File: src/rtl/pvic_pkg.sv
package pvic_pkg;
   localparam int ADDR_W = 4;
   localparam logic [ADDR_W-1:0] A_EN_SET   = 4'd0;
   localparam logic [ADDR_W-1:0] A_EN_CLR   = 4'd1;
   localparam logic [ADDR_W-1:0] A_PND_SET  = 4'd2;
   localparam logic [ADDR_W-1:0] A_PND_CLR  = 4'd3;
   localparam logic [ADDR_W-1:0] A_MASK     = 4'd4;
   localparam int SRC_PER_WORD = 4;
   localparam int LANE_W = 8;
endpackage

File: src/rtl/pvic_state.sv
module pvic_state #(
   parameter int N_SRC = 32
) (
   input  logic             clk,
   input  logic             rst_n,
   input  logic [N_SRC-1:0] lines,
   input  logic             wr_en_set,
   input  logic             wr_en_clr,
   input  logic             wr_pnd_set,
   input  logic             wr_pnd_clr,
   input  logic             wr_mask,
   input  logic [N_SRC-1:0] wbits,
   input  logic [N_SRC-1:0] ack_vec,
   output logic [N_SRC-1:0] en_q,
   output logic [N_SRC-1:0] pend_q,
   output logic [N_SRC-1:0] line_q,
   output logic             mask_q
);
   logic [N_SRC-1:0] set_vec, clr_vec;

   always_comb begin
      set_vec = (lines & ~line_q) | (wr_pnd_set ? wbits : '0);
      clr_vec = ack_vec | (wr_pnd_clr ? wbits : '0);
   end

   always_ff @(posedge clk or negedge rst_n) begin
      if (!rst_n) begin
         en_q   <= '0;
         pend_q <= '0;
         line_q <= '0;
         mask_q <= 1'b0;
      end else begin
         line_q <= lines;
         pend_q <= (pend_q & ~clr_vec) | set_vec;
         if (wr_en_set) en_q <= en_q | wbits;
         else if (wr_en_clr) en_q <= en_q & ~wbits;
         if (wr_mask) mask_q <= wbits[0];
      end
   end
endmodule

File: src/rtl/pvic_prio_bank.sv
module pvic_prio_bank #(
   parameter int N_SRC = 32,
   parameter int PRIO_W = 2
) (
   input  logic                    clk,
   input  logic                    rst_n,
   input  logic                    wr_en,
   input  logic [2:0]              wr_idx,
   input  logic [31:0]             wdata,
   input  logic [2:0]              rd_idx,
   output logic [31:0]             rd_data,
   output logic [N_SRC*PRIO_W-1:0] prio_flat
);
   import pvic_pkg::*;
   localparam int N_WORD = (N_SRC + SRC_PER_WORD - 1) / SRC_PER_WORD;

   logic [31:0] word_img [8];

   for (genvar g = 0; g < N_SRC; g++) begin : g_src
      localparam int LANE = g % SRC_PER_WORD;
      localparam int WIDX = g / SRC_PER_WORD;
      logic [PRIO_W-1:0] lvl_q;
      always_ff @(posedge clk or negedge rst_n) begin
         if (!rst_n) lvl_q <= '0;
         else if (wr_en && wr_idx == 3'(WIDX))
            lvl_q <= wdata[LANE_W*LANE+LANE_W-1 -: PRIO_W];
      end
      assign prio_flat[g*PRIO_W +: PRIO_W] = lvl_q;
   end

   for (genvar r = 0; r < 8; r++) begin : g_word
      always_comb begin
         word_img[r] = '0;
         for (int k = 0; k < SRC_PER_WORD; k++) begin
            if (r*SRC_PER_WORD + k < N_SRC)
               word_img[r][LANE_W*k+LANE_W-1 -: PRIO_W] =
                  prio_flat[(r*SRC_PER_WORD+k)*PRIO_W +: PRIO_W];
         end
      end
   end

   assign rd_data = (32'(rd_idx) < N_WORD) ? word_img[rd_idx] : '0;
endmodule

File: src/rtl/pvic_arbiter.sv
module pvic_arbiter #(
   parameter int N_SRC = 32,
   parameter int PRIO_W = 2,
   localparam int ID_W = $clog2(N_SRC)
) (
   input  logic [N_SRC-1:0]        cand,
   input  logic [N_SRC*PRIO_W-1:0] prio_flat,
   output logic                    found,
   output logic [ID_W-1:0]         win_id
);
   logic [PRIO_W-1:0] best_lvl;

   always_comb begin
      found    = 1'b0;
      win_id   = '0;
      best_lvl = '1;
      for (int i = N_SRC - 1; i >= 0; i--) begin
         if (cand[i] && prio_flat[i*PRIO_W +: PRIO_W] <= best_lvl) begin
            found    = 1'b1;
            win_id   = ID_W'(i);
            best_lvl = prio_flat[i*PRIO_W +: PRIO_W];
         end
      end
   end
endmodule

File: src/rtl/prio_irq_ctrl.sv
module prio_irq_ctrl #(
   parameter int N_SRC = 32,
   parameter int PRIO_W = 2,
   localparam int ID_W = $clog2(N_SRC)
) (
   input  logic            clk,
   input  logic            rst_n,
   input  logic [31:0]     irq_lines,
   input  logic            reg_wr,
   input  logic [3:0]      reg_addr,
   input  logic [31:0]     reg_wdata,
   output logic [31:0]     reg_rdata,
   output logic            irq_valid,
   output logic [ID_W-1:0] irq_id,
   input  logic            irq_ack
);
   import pvic_pkg::*;

   if (N_SRC < 2 || N_SRC > 32) begin : g_bad_src
      $error("N_SRC must lie in 2..32");
   end
   if (PRIO_W < 1 || PRIO_W > LANE_W) begin : g_bad_prio
      $error("PRIO_W must lie in 1..8");
   end

   logic [N_SRC-1:0] en_q, pend_q, line_q, ack_vec;
   logic             mask_q, found;
   logic [ID_W-1:0]  win_id;
   logic [31:0]      prio_rd;
   logic [N_SRC*PRIO_W-1:0] prio_flat;

   always_comb begin
      ack_vec = '0;
      if (irq_ack && irq_valid) ack_vec[irq_id] = 1'b1;
   end

   pvic_state #(.N_SRC(N_SRC)) i_state (
      .clk(clk), .rst_n(rst_n), .lines(irq_lines[N_SRC-1:0]),
      .wr_en_set (reg_wr && reg_addr == A_EN_SET),
      .wr_en_clr (reg_wr && reg_addr == A_EN_CLR),
      .wr_pnd_set(reg_wr && reg_addr == A_PND_SET),
      .wr_pnd_clr(reg_wr && reg_addr == A_PND_CLR),
      .wr_mask   (reg_wr && reg_addr == A_MASK),
      .wbits(reg_wdata[N_SRC-1:0]), .ack_vec(ack_vec),
      .en_q(en_q), .pend_q(pend_q), .line_q(line_q), .mask_q(mask_q)
   );

   pvic_prio_bank #(.N_SRC(N_SRC), .PRIO_W(PRIO_W)) i_prio (
      .clk(clk), .rst_n(rst_n),
      .wr_en(reg_wr && reg_addr[3]), .wr_idx(reg_addr[2:0]),
      .wdata(reg_wdata), .rd_idx(reg_addr[2:0]),
      .rd_data(prio_rd), .prio_flat(prio_flat)
   );

   pvic_arbiter #(.N_SRC(N_SRC), .PRIO_W(PRIO_W)) i_arb (
      .cand(en_q & pend_q), .prio_flat(prio_flat),
      .found(found), .win_id(win_id)
   );

   assign irq_valid = found && !mask_q;
   assign irq_id    = irq_valid ? win_id : '0;

   always_comb begin
      reg_rdata = '0;
      if (reg_addr[3]) reg_rdata = prio_rd;
      else begin
         case (reg_addr)
            A_EN_SET, A_EN_CLR:   reg_rdata = 32'(en_q);
            A_PND_SET, A_PND_CLR: reg_rdata = 32'(pend_q);
            A_MASK:               reg_rdata = {31'b0, mask_q};
            default:              reg_rdata = '0;
         endcase
      end
   end
endmodule

File: config.mk
export PLATFORM = sky130hd
export DESIGN_NAME = prio_irq_ctrl
export DESIGN_NICKNAME = d
export VERILOG_FILES = /design/src/rtl/pvic_pkg.sv /design/src/rtl/pvic_state.sv /design/src/rtl/pvic_prio_bank.sv /design/src/rtl/pvic_arbiter.sv /design/src/rtl/prio_irq_ctrl.sv
export SDC_FILE = /design/constraint.sdc
export NUM_CORES = 1
export LEC_CHECK = 0
export BUFFER_PORTS_ARGS = -buffer_cell sky130_fd_sc_hd__buf_2
export CAP_MARGIN = 20
export CORE_ASPECT_RATIO = 1.25
export CORE_MARGIN = 8
export CORE_UTILIZATION = 54
export DETAILED_ROUTE_END_ITERATION = 10
export HOLD_SLACK_MARGIN = 0.1
export PLACE_DENSITY_LB_ADDON = 0.3
export SETUP_SLACK_MARGIN = 0.5
export SLEW_MARGIN = 10
export SYNTH_ARGS = -nofsm -noshare
export SYNTH_HDL_FRONTEND = slang
export SYNTH_SLANG_ARGS = --single-unit
File: constraint.sdc
create_clock -name clk -period 37.1 [get_ports clk]
set_input_delay 3.71 -clock clk [delete_from_list [all_inputs] [get_ports clk]]
set_output_delay 3.71 -clock clk [all_outputs]
set_load 0.02 [all_outputs]
======== Word-level counts from Yosys, hierarchy flattened ========
Index checks and enable logic that the tools add are counted.
word-level totals
  register bits after elaboration ......... 161
  input port bits ......................... 72
  output and inout port bits .............. 38
  logic and storage cells ................. 257
operators by class
  order comparisons ....................... 35
  eq/ne operators ......................... 11
  multiplexer cells ....................... 108
  bitwise logic cells ..................... 12
  reductions and logical operators ........ 55
operator list
  kind                  count
  $mux W32              8
  $mux W5               33
  $and A32 B32 Y32      4
  $or A32 B32 Y32       4
  $bmux W32 S3          1
  $not A32 Y32          3
  $pmux W32 S3          1
  $le A2 B2 Y1          31
  $mux W2               31
  $logic_and A1 B1 Y1   49
  $mux W1               33
  $eq A3 B3 Y1 const B  4
  $eq A4 B2 Y1 const B  2
  $eq A3 B2 Y1 const B  2
  $lt A5 B6 Y1 const B  1
  $demux W1 S5          1
  $ge A5 B1 Y1 const B  1
  $eq A4 B1 Y1 const B  1
  $eq A4 B3 Y1 const B  1
  $ge A4 B4 Y1 const B  1
  $logic_not A4 Y1      1
  $not A3 Y4            1
  $reduce_or A2 Y1      2
  $eq A3 B1 Y1 const B  1
  4 further kinds       4

======== Depth between registers and ports, before layout ========
  word-level depth ........................ 107
  mapped depth ............................ 197
  gate-level depth less buffers ........... 197

======== By module ========
From an unflattened synthesis, not the netlist that was laid out.
second synthesis, totals
  cells, all modules ...................... 1138
  area total of the unflattened synthesis .. 11158.2 µm²
modules (own cells, without submodules)
  module          instances  cells each  area each (µm²)  seq. area each (µm²)
  pvic_state      1          302         3758.6           2427.3
  pvic_prio_bank  1          197         3176.8           1601.5
  pvic_arbiter    1          431         2904.0           0.0
  prio_irq_ctrl   1          208         1318.8           0.0

======== Worst setup path after synthesis ========
Ideal clock, no wire load.
  path kind ............................... reg-to-output
  start ................................... register i_state.pend_q[31]
  end ..................................... output irq_id[2]
  arrival ................................. 35.643 ns
  required time ........................... 33.390 ns
  setup slack ............................. -2.253 ns
  cell stages (with the launch flop) ...... 188
  buffers on the path ..................... 0
  path through ............................ dfrtp_1 nand2_1 or2_2 ha_1 or3b_1 a32o_2 o22a_4 ha_1 or3b_1 a31o_2 nand2_1 nand2_1 o21ai_0 ha_1 or3b_1 a41oi_1 nor2_1 a221o_1 (+152 left out) nand2_1 and2_1 nand3_1 nand2_1 ha_1 nand2_1 o21ai_0 nand3_1 mux2_2 ha_1 nor2b_1 o21ai_0 and3_1 a31o_2 nor2_1 a41o_1 inv_1 and3_1
on the way
  cells in the longest elaborated chain, start to end .. 98
  elaborated cells between the ends (all ways) .. 161
  those cells by class .................... 31 x order compare; 96 x mux; 1 x bitwise; 33 x reduce/logical
ends and longest elaborated chain
  what                    RTL line             RTL
  start, declared         pvic_state.sv:15     output logic [N_SRC-1:0] pend_q,
  start signal, assigned  pvic_state.sv:34     pend_q <= (pend_q & ~clr_vec) | set_vec;
  $and A32 B32 Y32 *      prio_irq_ctrl.sv:56  .cand(en_q & pend_q), .prio_flat(prio_flat),
  $logic_and A1 B1 Y1 *   pvic_arbiter.sv:18   if (cand[i] && prio_flat[i*PRIO_W +: PRIO_W] <= best_lvl) begin
  $mux W2                 pvic_arbiter.sv:18
  $le A2 B2 Y1            pvic_arbiter.sv:18
  $logic_and A1 B1 Y1     pvic_arbiter.sv:18
  $mux W2                 pvic_arbiter.sv:18
  $le A2 B2 Y1            pvic_arbiter.sv:18
  $logic_and A1 B1 Y1     pvic_arbiter.sv:18
  (+83 left out)          -
  $logic_and A1 B1 Y1     pvic_arbiter.sv:18
  $mux W2                 pvic_arbiter.sv:18
  $le A2 B2 Y1            pvic_arbiter.sv:18
  $logic_and A1 B1 Y1     pvic_arbiter.sv:18
  $mux W1 *               pvic_arbiter.sv:18
  $logic_and A1 B1 Y1 *   prio_irq_ctrl.sv:60  assign irq_valid = found && !mask_q;
  net irq_valid           prio_irq_ctrl.sv:13  output logic irq_valid,
  $mux W5 *               prio_irq_ctrl.sv:61  assign irq_id = irq_valid ? win_id : '0;
  end, declared           prio_irq_ctrl.sv:14  output logic [ID_W-1:0] irq_id,
Mark *: on every way through the listed nets, which the timed path passes. The rest lies on a longest branch.

==> impl_results.md <==
* Crit path DAT at 35.57 ns
* Largest cells by area after synthesis: dfrtp_1, mux2_2, nand2_1, ha_1, mux4_2
* Critical path class: reg2out
* Wire per inst at 24.3 um
* Max-Cap Viols at 0
* Largest area contributor in the netlist: dfrtp_1
* Post-synth ARST share at 1.00
* Port Buffers at 109
* Total I/O pin count at 110
* Global route total overflow at 0
* Number of diodes at 0
* Post-Route Utilization at 0.745
* Fin area at 13,900 sq um
* Layout Skew at 0.0125 ns
* Dpl ws at -2.19 ns
* CP delay by family, top: compound AO/OA/AOI/OAI gates
* First-pass detailed-route iteration total at 6
* Overall routing resource usage at 0.314
* Die Ht at 169 um
* Tmin final at 39.28 ns
* Die area at 23,500 sq um
* Worst hold-check path type: reg2reg
* Longest Clk Path Bufs at 2
* Yosys reg bits at 161
* Comb power frac at 0.495
* Cell Int Power at 0.485 mW
* DRT Wirelength at 39,000 um
* Clock slew at reported path FFs at 0.08 ns
* Warnings, synthesis at 0
* Sw frac at 0.399
* Site Rows at 56
* Die Width at 139 um
* Most frequent cell after synthesis: nand2_1
* Status: complete, but fails checks
* Clock Power Share at 0.223
* Critical Path Start Type: flop
* Final ANT Viol Nets at 0
* RSZ-0062 raised after global routing: true
* Pwr per Cell Area at 58.1 nW/um^2
* Failing checks: setup timing
* Worst-Skew Late Latency at 0.45 ns
* Cts bufs inserted at 17
* Largest net degree at the start of global routing at 102
* Area growth syn-to-layout at 36.8%
* CP max FO at 4
* Top FF cell, synth: dfrtp_1
* Vias per inst at 6.55
* Total Power at 0.807 mW
* Share of post-route cells with drive strength above 1 at 0.437
* Via count of the first global-routing pass at 10.3k
* Fin nets at 1,461
* CTS HTree Levels at 4
* Mapped cell area at 10,200 sq um
* Mean post-synth cell area at 9.23 sq um
* Synth top area share at 0.397
* Root Driver: clkbuf_16
* Yosys cell types at 74
* Worst path max stage delay at 0.56 ns
* Max Clk Rate at 25.5 MHz
* Flop pwr share at 0.282
* Worst Tran Pin Value at 1.27 ns
* Number of synthesized flops with an enable pin at 0
* Slew Limit Headroom at 0.146
* Clock Sink Count at 161
* Synthesized net count at 1,206
* Leakage at 6.25 nW
* First-pass GRT wire length at 57,000 um
* DRT iter0 DRCs at 1,023
* Initial Utilization at 0.545
* Synth cell count leaders: nand2_1, dfrtp_1, nor2_1, mux2_2, inv_1
* Setup tns final at -12.72 ns
* PnR worst setup slack at -2.18 ns
* Initial antenna violation count at 0
* Slowest cell on crit path: or4_4
* Post-DP HPWL at 27,800 um
* Period Utilization, post-route at 1.06
* Share of the yosys chip area belonging to registers at 0.397
* Final Hold Fails at 0
* WP data required at 33.39 ns
* Cell mode on critical path: ha_4
* Core Region at 18,600 sq um
* Setup crit end kind: output port
* Vias at 10.5k
* Final Slew Violations at 0
* Switching power at 0.322 mW
* Synth Instances at 1,101
* Peak VDD IR at 36.0 uV
* DRC at 0
* WP buf/inv at 5
* CTS tree: done
* Placed cell area at 12,100 sq um
* RePlAce Congestion at 0.947
* Final setup violation count at 6
-- per-stage QoR --
step	cells	hold slack [ns]
2_1_floorplan	1101	0.473
3_3_place_gp	1497	0.492
3_5_place_dp	1497	0.504
4_1_cts	1573	0.521
5_1_grt	1601	0.552
6_report	1601	0.518
-- cell usage in the layout (no fill, tap or decap), drive strengths merged, types with 4 or more instances in the layout --
| cell type | Yosys | routed |
|---|---|---|
| buf | 2 | 285 |
| nor3 | 16 | 16 |
| o22ai | 5 | 5 |
| o21ai | 52 | 52 |
| a221o | 14 | 14 |
| nand3b | 17 | 17 |
| nand3 | 15 | 15 |
| a41oi | 6 | 6 |
| nor4 | 5 | 5 |
| o211ai | 24 | 24 |
| inv | 62 | 72 |
| nand2 | 194 | 194 |
| ha | 33 | 33 |
| and2 | 10 | 10 |
| nand4 | 5 | 5 |
| mux2 | 85 | 85 |
| clkinv | 0 | 4 |
| or2 | 12 | 12 |
| dfrtp | 161 | 161 |
| a21oi | 44 | 44 |
| and3 | 7 | 7 |
| a22o | 24 | 24 |
| and3b | 7 | 7 |
| nor3b | 10 | 10 |
| a222oi | 8 | 8 |
| o32ai | 5 | 5 |
| mux4 | 16 | 16 |
| or3 | 5 | 5 |
| nor2 | 86 | 86 |
| clkbuf | 47 | 18 |
| o2111ai | 4 | 4 |
| o31ai | 5 | 5 |
| nor2b | 27 | 27 |
| or4 | 5 | 5 |
| a31oi | 12 | 12 |
| nand2b | 8 | 8 |
-- kinds of logic after synthesis --
family,Yosys count,synth area share
AND/OR/NAND/NOR,435,0.203
AO/OA/AOI/OAI,257,0.184
flip-flops,161,0.397
buffers and inverters,111,0.0410
multiplexers,101,0.132
adder cells (fa/ha/maj),36,0.0436
-- layer usage --
metal | GRT usage | routed length [um]
met1 | 0.346 | 13400
met2 | 0.554 | 19400
met3 | 0.0484 | 3030
met4 | 0.217 | 3170
met5 | 0 | 0
-- area by class of cell --
type	count	area, sq um
multi-input combinational	829	6820
tap	232	290
clock buffer	18	439
sequential	161	4030
timing repair buffer	285	1920
fill	1319	4750
inverter	62	235
clock inverter	14	158
-- path summary, 6_finish.rpt --
kind                                                         end  depth (start not counted)  slack, ns                                  from
max in group asynchronous  i_prio.g_src[25].lvl_q[0]$_DFFE_PN0P_                          2      32.34                                 rst_n
min in group asynchronous           i_state.line_q[10]$_DFF_PN0_                          1       3.36                                 rst_n
hold / removal              i_prio.g_src[0].lvl_q[0]$_DFFE_PN0P_                          1       0.52  i_prio.g_src[0].lvl_q[0]$_DFFE_PN0P_
hold reg to reg             i_prio.g_src[0].lvl_q[0]$_DFFE_PN0P_                          1       0.52  i_prio.g_src[0].lvl_q[0]$_DFFE_PN0P_
setup reg to reg                    i_state.pend_q[31]$_DFF_PN0_                        194       0.99                                  flop
setup / recovery                                       irq_id[3]                        190      -2.18                                  flop
-- power by group through the flow --
stage | clock [mW] | sequential (mW) | combinational (mW)
after floorplan | 0 | 0.217 | 0.188
after CTS | 0.179 | 0.225 | 0.320
after global routing | 0.187 | 0.230 | 0.423
after detailed placement | 0 | 0.229 | 0.287
after global placement | 0 | 0.227 | 0.280
final | 0.180 | 0.228 | 0.399
-- what timing repair did --
item,CTS,global route
buffers inserted,44,27
gates resized for setup,28,111
setup endpoints to repair,10,38
pin swaps,41,80
hold buffers,0,0
No activity file was read; power rests on OpenSTA's default activity.
